[src/rtl/sram_b2_pkg.sv]
package sram_b2_pkg;

  // Kind of bus cycle on the shared address bus.
  typedef enum logic {
    SLOT_RD = 1'b0,
    SLOT_WR = 1'b1
  } slot_e;

  // Number of data words moved per address.
  localparam int unsigned WORDS_PER_BURST = 2;

endpackage

[src/rtl/sram_b2_slot_arb.sv]
module sram_b2_slot_arb
  import sram_b2_pkg::*;
#(
  parameter int unsigned AW = 20
) (
  input  logic          clk,
  input  logic          rst_n,
  input  logic          req_valid,
  input  logic          req_we,
  input  logic [AW-1:0] req_addr,
  output logic          req_ready,
  output logic          acc_rd,
  output logic          acc_wr,
  output logic [AW-1:0] mem_addr,
  output logic          mem_rd_n,
  output logic          mem_wr_n
);

  slot_e         slot_q, slot_d;
  slot_e         want;
  logic          rd_n_q, rd_n_d;
  logic          wr_n_q, wr_n_d;
  logic [AW-1:0] addr_q, addr_d;
  logic          addr_en;
  logic          busy;
  logic          accept;

  always_comb begin
    busy      = !rd_n_q || !wr_n_q;
    slot_d    = (slot_q == SLOT_RD) ? SLOT_WR : SLOT_RD;
    want      = req_we ? SLOT_WR : SLOT_RD;
    // A command taken now appears in the next cycle, whose slot is slot_d.
    req_ready = !busy && (slot_d == want);
    accept    = req_valid && req_ready;
    acc_rd    = accept && !req_we;
    acc_wr    = accept && req_we;
    rd_n_d    = !acc_rd;
    wr_n_d    = !acc_wr;
    addr_en   = accept;
    addr_d    = req_addr;
  end

  always_ff @(posedge clk or negedge rst_n) begin
    if (!rst_n) begin
      slot_q <= SLOT_RD;
      rd_n_q <= 1'b1;
      wr_n_q <= 1'b1;
    end else begin
      slot_q <= slot_d;
      rd_n_q <= rd_n_d;
      wr_n_q <= wr_n_d;
    end
  end

  always_ff @(posedge clk or negedge rst_n) begin
    if (!rst_n) begin
      addr_q <= '0;
    end else if (addr_en) begin
      addr_q <= addr_d;
    end
  end

  assign mem_addr = addr_q;
  assign mem_rd_n = rd_n_q;
  assign mem_wr_n = wr_n_q;

endmodule

[src/rtl/sram_b2_wr_path.sv]
module sram_b2_wr_path #(
  parameter int unsigned DW        = 36,
  parameter bit          LSB_START = 1'b1
) (
  input  logic          clk,
  input  logic          rst_n,
  input  logic          acc_wr,
  input  logic          lsb,
  input  logic [DW-1:0] wd0,
  input  logic [DW-1:0] wd1,
  output logic          mem_oe,
  output logic [DW-1:0] mem_wdq_rise,
  output logic [DW-1:0] mem_wdq_fall
);

  logic          swap;
  logic          pend_v_q;
  logic [DW-1:0] pend_rise_q, pend_rise_d;
  logic [DW-1:0] pend_fall_q, pend_fall_d;
  logic          oe_q;
  logic [DW-1:0] rise_q, rise_d;
  logic [DW-1:0] fall_q, fall_d;

  generate
    if (LSB_START) begin : g_lsb_start
      assign swap = lsb;
    end else begin : g_zero_start
      assign swap = 1'b0;
    end
  endgenerate

  always_comb begin
    pend_rise_d = swap ? wd1 : wd0;
    pend_fall_d = swap ? wd0 : wd1;
    rise_d      = pend_v_q ? pend_rise_q : '0;
    fall_d      = pend_v_q ? pend_fall_q : '0;
  end

  // Stage held during the command cycle.
  always_ff @(posedge clk or negedge rst_n) begin
    if (!rst_n) begin
      pend_v_q    <= 1'b0;
      pend_rise_q <= '0;
      pend_fall_q <= '0;
    end else begin
      pend_v_q <= acc_wr;
      if (acc_wr) begin
        pend_rise_q <= pend_rise_d;
        pend_fall_q <= pend_fall_d;
      end
    end
  end

  // Stage driven on the pins during the data cycle.
  always_ff @(posedge clk or negedge rst_n) begin
    if (!rst_n) begin
      oe_q   <= 1'b0;
      rise_q <= '0;
      fall_q <= '0;
    end else begin
      oe_q   <= pend_v_q;
      rise_q <= rise_d;
      fall_q <= fall_d;
    end
  end

  assign mem_oe       = oe_q;
  assign mem_wdq_rise = rise_q;
  assign mem_wdq_fall = fall_q;

endmodule

[src/rtl/sram_b2_rd_path.sv]
module sram_b2_rd_path #(
  parameter int unsigned DW        = 36,
  parameter bit          LSB_START = 1'b1,
  parameter bit          HALF_LAT  = 1'b1
) (
  input  logic          clk,
  input  logic          rst_n,
  input  logic          acc_rd,
  input  logic          lsb,
  input  logic [DW-1:0] mem_rdq_rise,
  input  logic [DW-1:0] mem_rdq_fall,
  output logic          rsp_valid,
  output logic [DW-1:0] rsp_rd0,
  output logic [DW-1:0] rsp_rd1
);

  logic          swap;
  logic          p0_v_q, p0_sw_q;
  logic          p1_v_q, p1_sw_q;
  logic          fin_v, fin_sw;
  logic [DW-1:0] fin_first, fin_second;
  logic          rsp_v_q;
  logic [DW-1:0] rd0_q, rd0_d;
  logic [DW-1:0] rd1_q, rd1_d;

  generate
    if (LSB_START) begin : g_lsb_start
      assign swap = lsb;
    end else begin : g_zero_start
      assign swap = 1'b0;
    end
  endgenerate

  // p0: command cycle, p1: cycle after the memory took the address.
  always_ff @(posedge clk or negedge rst_n) begin
    if (!rst_n) begin
      p0_v_q  <= 1'b0;
      p0_sw_q <= 1'b0;
      p1_v_q  <= 1'b0;
      p1_sw_q <= 1'b0;
    end else begin
      p0_v_q  <= acc_rd;
      p0_sw_q <= swap;
      p1_v_q  <= p0_v_q;
      p1_sw_q <= p0_sw_q;
    end
  end

  generate
    if (HALF_LAT) begin : g_half
      logic          p2_v_q, p2_sw_q;
      logic [DW-1:0] hold_q;

      always_ff @(posedge clk or negedge rst_n) begin
        if (!rst_n) begin
          p2_v_q  <= 1'b0;
          p2_sw_q <= 1'b0;
          hold_q  <= '0;
        end else begin
          p2_v_q  <= p1_v_q;
          p2_sw_q <= p1_sw_q;
          if (p1_v_q) begin
            hold_q <= mem_rdq_fall;
          end
        end
      end

      always_comb begin
        fin_v      = p2_v_q;
        fin_sw     = p2_sw_q;
        fin_first  = hold_q;
        fin_second = mem_rdq_rise;
      end
    end else begin : g_full
      always_comb begin
        fin_v      = p1_v_q;
        fin_sw     = p1_sw_q;
        fin_first  = mem_rdq_rise;
        fin_second = mem_rdq_fall;
      end
    end
  endgenerate

  always_comb begin
    rd0_d = fin_sw ? fin_second : fin_first;
    rd1_d = fin_sw ? fin_first  : fin_second;
  end

  always_ff @(posedge clk or negedge rst_n) begin
    if (!rst_n) begin
      rsp_v_q <= 1'b0;
      rd0_q   <= '0;
      rd1_q   <= '0;
    end else begin
      rsp_v_q <= fin_v;
      if (fin_v) begin
        rd0_q <= rd0_d;
        rd1_q <= rd1_d;
      end
    end
  end

  assign rsp_valid = rsp_v_q;
  assign rsp_rd0   = rd0_q;
  assign rsp_rd1   = rd1_q;

endmodule

[src/rtl/sram_b2_ctrl.sv]
module sram_b2_ctrl #(
  parameter int unsigned AW        = 20,
  parameter int unsigned DW        = 36,
  parameter bit          LSB_START = 1'b1,
  parameter bit          HALF_LAT  = 1'b1
) (
  input  logic          clk,
  input  logic          rst_n,
  input  logic          req_valid,
  output logic          req_ready,
  input  logic          req_we,
  input  logic [AW-1:0] req_addr,
  input  logic [DW-1:0] req_wd0,
  input  logic [DW-1:0] req_wd1,
  output logic          rsp_valid,
  output logic [DW-1:0] rsp_rd0,
  output logic [DW-1:0] rsp_rd1,
  output logic [AW-1:0] mem_addr,
  output logic          mem_rd_n,
  output logic          mem_wr_n,
  output logic          mem_oe,
  output logic [DW-1:0] mem_wdq_rise,
  output logic [DW-1:0] mem_wdq_fall,
  input  logic [DW-1:0] mem_rdq_rise,
  input  logic [DW-1:0] mem_rdq_fall
);

  logic rst_meta;
  logic rst_s;
  logic acc_rd;
  logic acc_wr;

  // Assert at once, release after two clock edges.
  always_ff @(posedge clk or negedge rst_n) begin
    if (!rst_n) begin
      rst_meta <= 1'b0;
      rst_s    <= 1'b0;
    end else begin
      rst_meta <= 1'b1;
      rst_s    <= rst_meta;
    end
  end

  sram_b2_slot_arb #(
    .AW(AW)
  ) u_arb (
    .clk       (clk),
    .rst_n     (rst_s),
    .req_valid (req_valid),
    .req_we    (req_we),
    .req_addr  (req_addr),
    .req_ready (req_ready),
    .acc_rd    (acc_rd),
    .acc_wr    (acc_wr),
    .mem_addr  (mem_addr),
    .mem_rd_n  (mem_rd_n),
    .mem_wr_n  (mem_wr_n)
  );

  sram_b2_wr_path #(
    .DW        (DW),
    .LSB_START (LSB_START)
  ) u_wr (
    .clk          (clk),
    .rst_n        (rst_s),
    .acc_wr       (acc_wr),
    .lsb          (req_addr[0]),
    .wd0          (req_wd0),
    .wd1          (req_wd1),
    .mem_oe       (mem_oe),
    .mem_wdq_rise (mem_wdq_rise),
    .mem_wdq_fall (mem_wdq_fall)
  );

  sram_b2_rd_path #(
    .DW        (DW),
    .LSB_START (LSB_START),
    .HALF_LAT  (HALF_LAT)
  ) u_rd (
    .clk          (clk),
    .rst_n        (rst_s),
    .acc_rd       (acc_rd),
    .lsb          (req_addr[0]),
    .mem_rdq_rise (mem_rdq_rise),
    .mem_rdq_fall (mem_rdq_fall),
    .rsp_valid    (rsp_valid),
    .rsp_rd0      (rsp_rd0),
    .rsp_rd1      (rsp_rd1)
  );

endmodule

[config.mk]
export PLATFORM = sky130hd
export DESIGN_NAME = sram_b2_ctrl
export DESIGN_NICKNAME = d
export VERILOG_FILES = /design/src/rtl/sram_b2_pkg.sv /design/src/rtl/sram_b2_slot_arb.sv /design/src/rtl/sram_b2_wr_path.sv /design/src/rtl/sram_b2_rd_path.sv /design/src/rtl/sram_b2_ctrl.sv
export SDC_FILE = /design/constraint.sdc
export NUM_CORES = 1
export LEC_CHECK = 0
export BUFFER_PORTS_ARGS = -buffer_cell sky130_fd_sc_hd__buf_2
export CAP_MARGIN = 10
export CORE_MARGIN = 4
export CORE_UTILIZATION = 55
export DETAILED_ROUTE_END_ITERATION = 10
export GPL_TIMING_DRIVEN = 0
export PLACE_DENSITY = 0.84
export REMOVE_ABC_BUFFERS = 1
export SKIP_CTS_REPAIR_TIMING = 1
export SLEW_MARGIN = 20
export SYNTH_ARGS = -nofsm -noshare
export SYNTH_HDL_FRONTEND = slang
export SYNTH_SLANG_ARGS = --single-unit
[constraint.sdc]
create_clock -name clk -period 26.3 [get_ports clk]
set_input_delay 0 -clock clk [delete_from_list [all_inputs] [get_ports clk]]
set_output_delay 0 -clock clk [all_outputs]
set_load 0.02 [all_outputs]
==> metrics <==
slew at the pin closest to its max-slew limit 795 ps; highest clock rate 0.294 GHz; area added between synthesis and finish 43.0%; adder and majority cell fraction of the synthesized area 0%; area of the die 23,900 sq um; Row Count 53; buffers added on ports 336; Fin Clk Skew 30.2 ps; cell count after synthesis 839; detailed-placement wirelength estimate 19,700 microns; worst-case clock buffer depth 3; wire length of the first global-routing pass 45,300 microns; most prevalent standard cell on the critical path sky130_fd_sc_hd__buf_6; cell breakdown of the critical path nand3_1 > nor3b_4 > buf_6 > buf_6 > buf_16 > buf_6 > buf_8 > buf_8 > buf_6 > buf_6 > mux2_4; DR vias 9,161; basic-gate share of the synthesized area counting and, or, nand and nor cells 6.39%; number of CTS-inserted buffers 29; antenna diode instance count 0; H-tree depth 1; Crit Path Category reg -> reg; core area 21,100 sq um; required time at the worst-slack endpoint 26,700 ps; Buf/Inv on CP 8; Slew Viols, Final 0; Leakage 8.25 nW; startpoint type of the worst setup path flip-flop; most area-consuming cells after synthesis sky130_fd_sc_hd__dfrtp_1 (60%), sky130_fd_sc_hd__mux2_2 (13%), sky130_fd_sc_hd__mux2_4 (7.6%); Overflow after GRT 0; arrival time at the worst endpoint 3800 ps; power density cells 73.0 nW/um^2; register clock-pin slew on the reported worst setup and hold paths 60 ps; Detailed Routing Iterations Pass 1 5; largest vdd supply drop 0.0643 mV; layout cell share with drive strength beyond 1 43.5%; critical path fanouts, max 12; Net count, final 1,543; unrepaired setup endpoints after global routing no; synthesized cell area 11,800 sq um; largest area contributor in the netlist sky130_fd_sc_hd__dfrtp_1; final setup TNS 0 ps; combinational family with the most area after synthesis multiplexers; Worst path depth 11; number of antenna violations at the first check in global routing 0; number of top-level design ports 337; clock period minus final worst setup slack 3400 ps; relative max-transition margin 47.0%; clock network latency to the later pin of the worst-skew pair 550 ps; Die Y 155 microns; library cells used by synthesis 19; Antenna Violating Nets Remaining 0; routed via count divided by cell count 5.48; # Max-Cap Violations 0; maximum number of pins on one net before global-route repair 80; final weighted congestion in routability-driven placement 0.831; DRC Markers 0; area share of xor/xnor cells in the synthesized design 0.0740%; vias in the first global route 8,316; number of endpoints with negative hold slack in the final report 0; violation count after the first detailed-route iteration 665; area fraction in compound gates after synthesis 3.04%; Reg2Reg Depth 11; mux cell area share after synthesis 27.0%; GR peak layer met2; area share of the leading cell type in the synthesized netlist 60.0%; maximum cell stage delay along the critical path 590 ps; Synth warnings 0; part of the cycle the worst path needs 12.9%; TritonCTS clock tree done; final WL 38,200 microns; depth of the worst hold-timing path 4; effective utilization at floorplan 56.1%; worst min-delay path class in -> reg; Worst setup EP type flip-flop; Post-synth EDFFs 0; Die X-Extent 155 microns; final-layout fill cell count 1,006; global routing met2 resource utilization 40.2%; fraction of registers with async set/reset 100%; Root Driver sky130_fd_sc_hd__clkbuf_16; CTS Sinks 286; synthesized area divided by synthesized cell count 14.1 sq um; most frequent cell after synthesis sky130_fd_sc_hd__dfrtp_1; sequential fraction of the synthesis area 60.5%; gate family responsible for the most delay along the worst path buffers and inverters; main flop type after synthesis sky130_fd_sc_hd__dfrtp_1; aggregate global-route resource usage 23.6%; Avg WL per Cell 22.8 microns; synthesized flop and latch total 286; top cells by instance count after synthesis sky130_fd_sc_hd__dfrtp_1 (284), sky130_fd_sc_hd__mux2_2 (140), sky130_fd_sc_hd__nor2_1 (74); result of the run finished, final reports clean; number of failing setup endpoints in the final timing report 0; met3 Usage GRT 8.93%; met1 routing resource usage after global routing 28.0%; Crit-path slowest cell sky130_fd_sc_hd__nor3b_4; Total Power 0.00124 W
==> sequential cells by signal, indices dropped and copies added, names as in the netlist, 20 cells and up <==
register / count
u_arb.mem_addr: 20
u_rd.fin_first: 36
u_rd.rsp_rd0: 36
u_rd.rsp_rd1: 36
u_wr.mem_wdq_fall: 36
u_wr.mem_wdq_rise: 36
u_wr.pend_fall_q: 36
u_wr.pend_rise_q: 36
==> per-layer routing <==
metal | routed length [microns] | part of all wire, %
met1 | 13900 | 37
met2 | 19800 | 52
met3 | 3280 | 8.6
met4 | 1130 | 3.0
met5 | 0 | 0
==> final cells by class <==
cell class / instances / area (sq um) / area share, %
flip-flops and latches: 286 / 7170 / 42.4
multi-input cells: 496 / 4340 / 25.6
repair buffers: 559 / 4110 / 24.3
clock buffers: 43 / 828 / 4.89
well taps: 275 / 344 / 2.03
clock inverters: 10 / 125 / 0.739
inverters: 3 / 11.3 / 0.0665
==> logic make-up (layout without fill, tap and decap cells) <==
kind of cell	after synthesis	after routing
simple gates	150	150
mux	272	272
flops	286	286
xor+xnor	1	1
buf+inv	57	615
compound gates	72	72
other cells	1	1
==> power breakdown <==
group	switching, W	internal [W]	leakage (nW)
logic	0.000134	0.000124	4.34
registers	0.0000498	0.000507	3.44
clock network	0.000175	0.000246	0.474
==> final timing paths <==
path	startpoint	end	slack, ps
setup / recovery	u_arb.mem_rd_n	u_wr.pend_fall_q[17]	22900
hold / removal	req_valid	u_arb.mem_wr_n	30
setup reg to reg	u_arb.mem_rd_n	u_wr.pend_fall_q[17]	22900
hold reg to reg	rst_s	u_wr.mem_wdq_fall[31]	170
max in group asynchronous	rst_s	u_rd.rsp_rd0[28]	24890
min in group asynchronous	rst_s	u_wr.mem_wdq_fall[31]	170
==> stage by stage <==
stage               utilization, %  worst slack (ps)  std cells  hold slack (ps)  instance area [sq um]
floorplan                        -             17740        785             -296                  11500
global placement              64.1             14770       1396             -213                  13500
detailed placement            66.1             23100       1415             -206                  13900
CTS                           70.6             23010       1468             -779                  14900
global route                  80.3             22800       1672             51.0                  16900
finish                        80.3             22900       1672             27.8                  16900
==> worst register-to-register path, cell delays in order, from the launching register on <==
cell and delay, ps:
sky130_fd_sc_hd__dfstp_2 550, sky130_fd_sc_hd__nand3_1 210, sky130_fd_sc_hd__nor3b_4 590, sky130_fd_sc_hd__buf_6 290
sky130_fd_sc_hd__buf_6 220, sky130_fd_sc_hd__buf_16 180, sky130_fd_sc_hd__buf_6 190, sky130_fd_sc_hd__buf_8 180
sky130_fd_sc_hd__buf_8 180, sky130_fd_sc_hd__buf_6 190, sky130_fd_sc_hd__buf_6 180, sky130_fd_sc_hd__mux2_4 320
==> cells in the final DEF (no fill, tap or decap), types with 6 or more instances in the layout <==
| master | instances |
|---|---|
| sky130_fd_sc_hd__clkbuf_1 | 9 |
| sky130_fd_sc_hd__clkinv_2 | 7 |
| sky130_fd_sc_hd__clkbuf_16 | 29 |
| sky130_fd_sc_hd__buf_16 | 9 |
| sky130_fd_sc_hd__buf_6 | 6 |
| sky130_fd_sc_hd__and2_1 | 72 |
| sky130_fd_sc_hd__dfrtp_1 | 279 |
| sky130_fd_sc_hd__mux2_4 | 60 |
| sky130_fd_sc_hd__nor2_1 | 73 |
| sky130_fd_sc_hd__a21oi_1 | 72 |
| sky130_fd_sc_hd__mux2_2 | 140 |
| sky130_fd_sc_hd__buf_2 | 335 |
| sky130_fd_sc_hd__dlygate4sd3_1 | 204 |
| sky130_fd_sc_hd__mux2i_1 | 72 |
No activity file was read; power rests on OpenSTA's default activity.
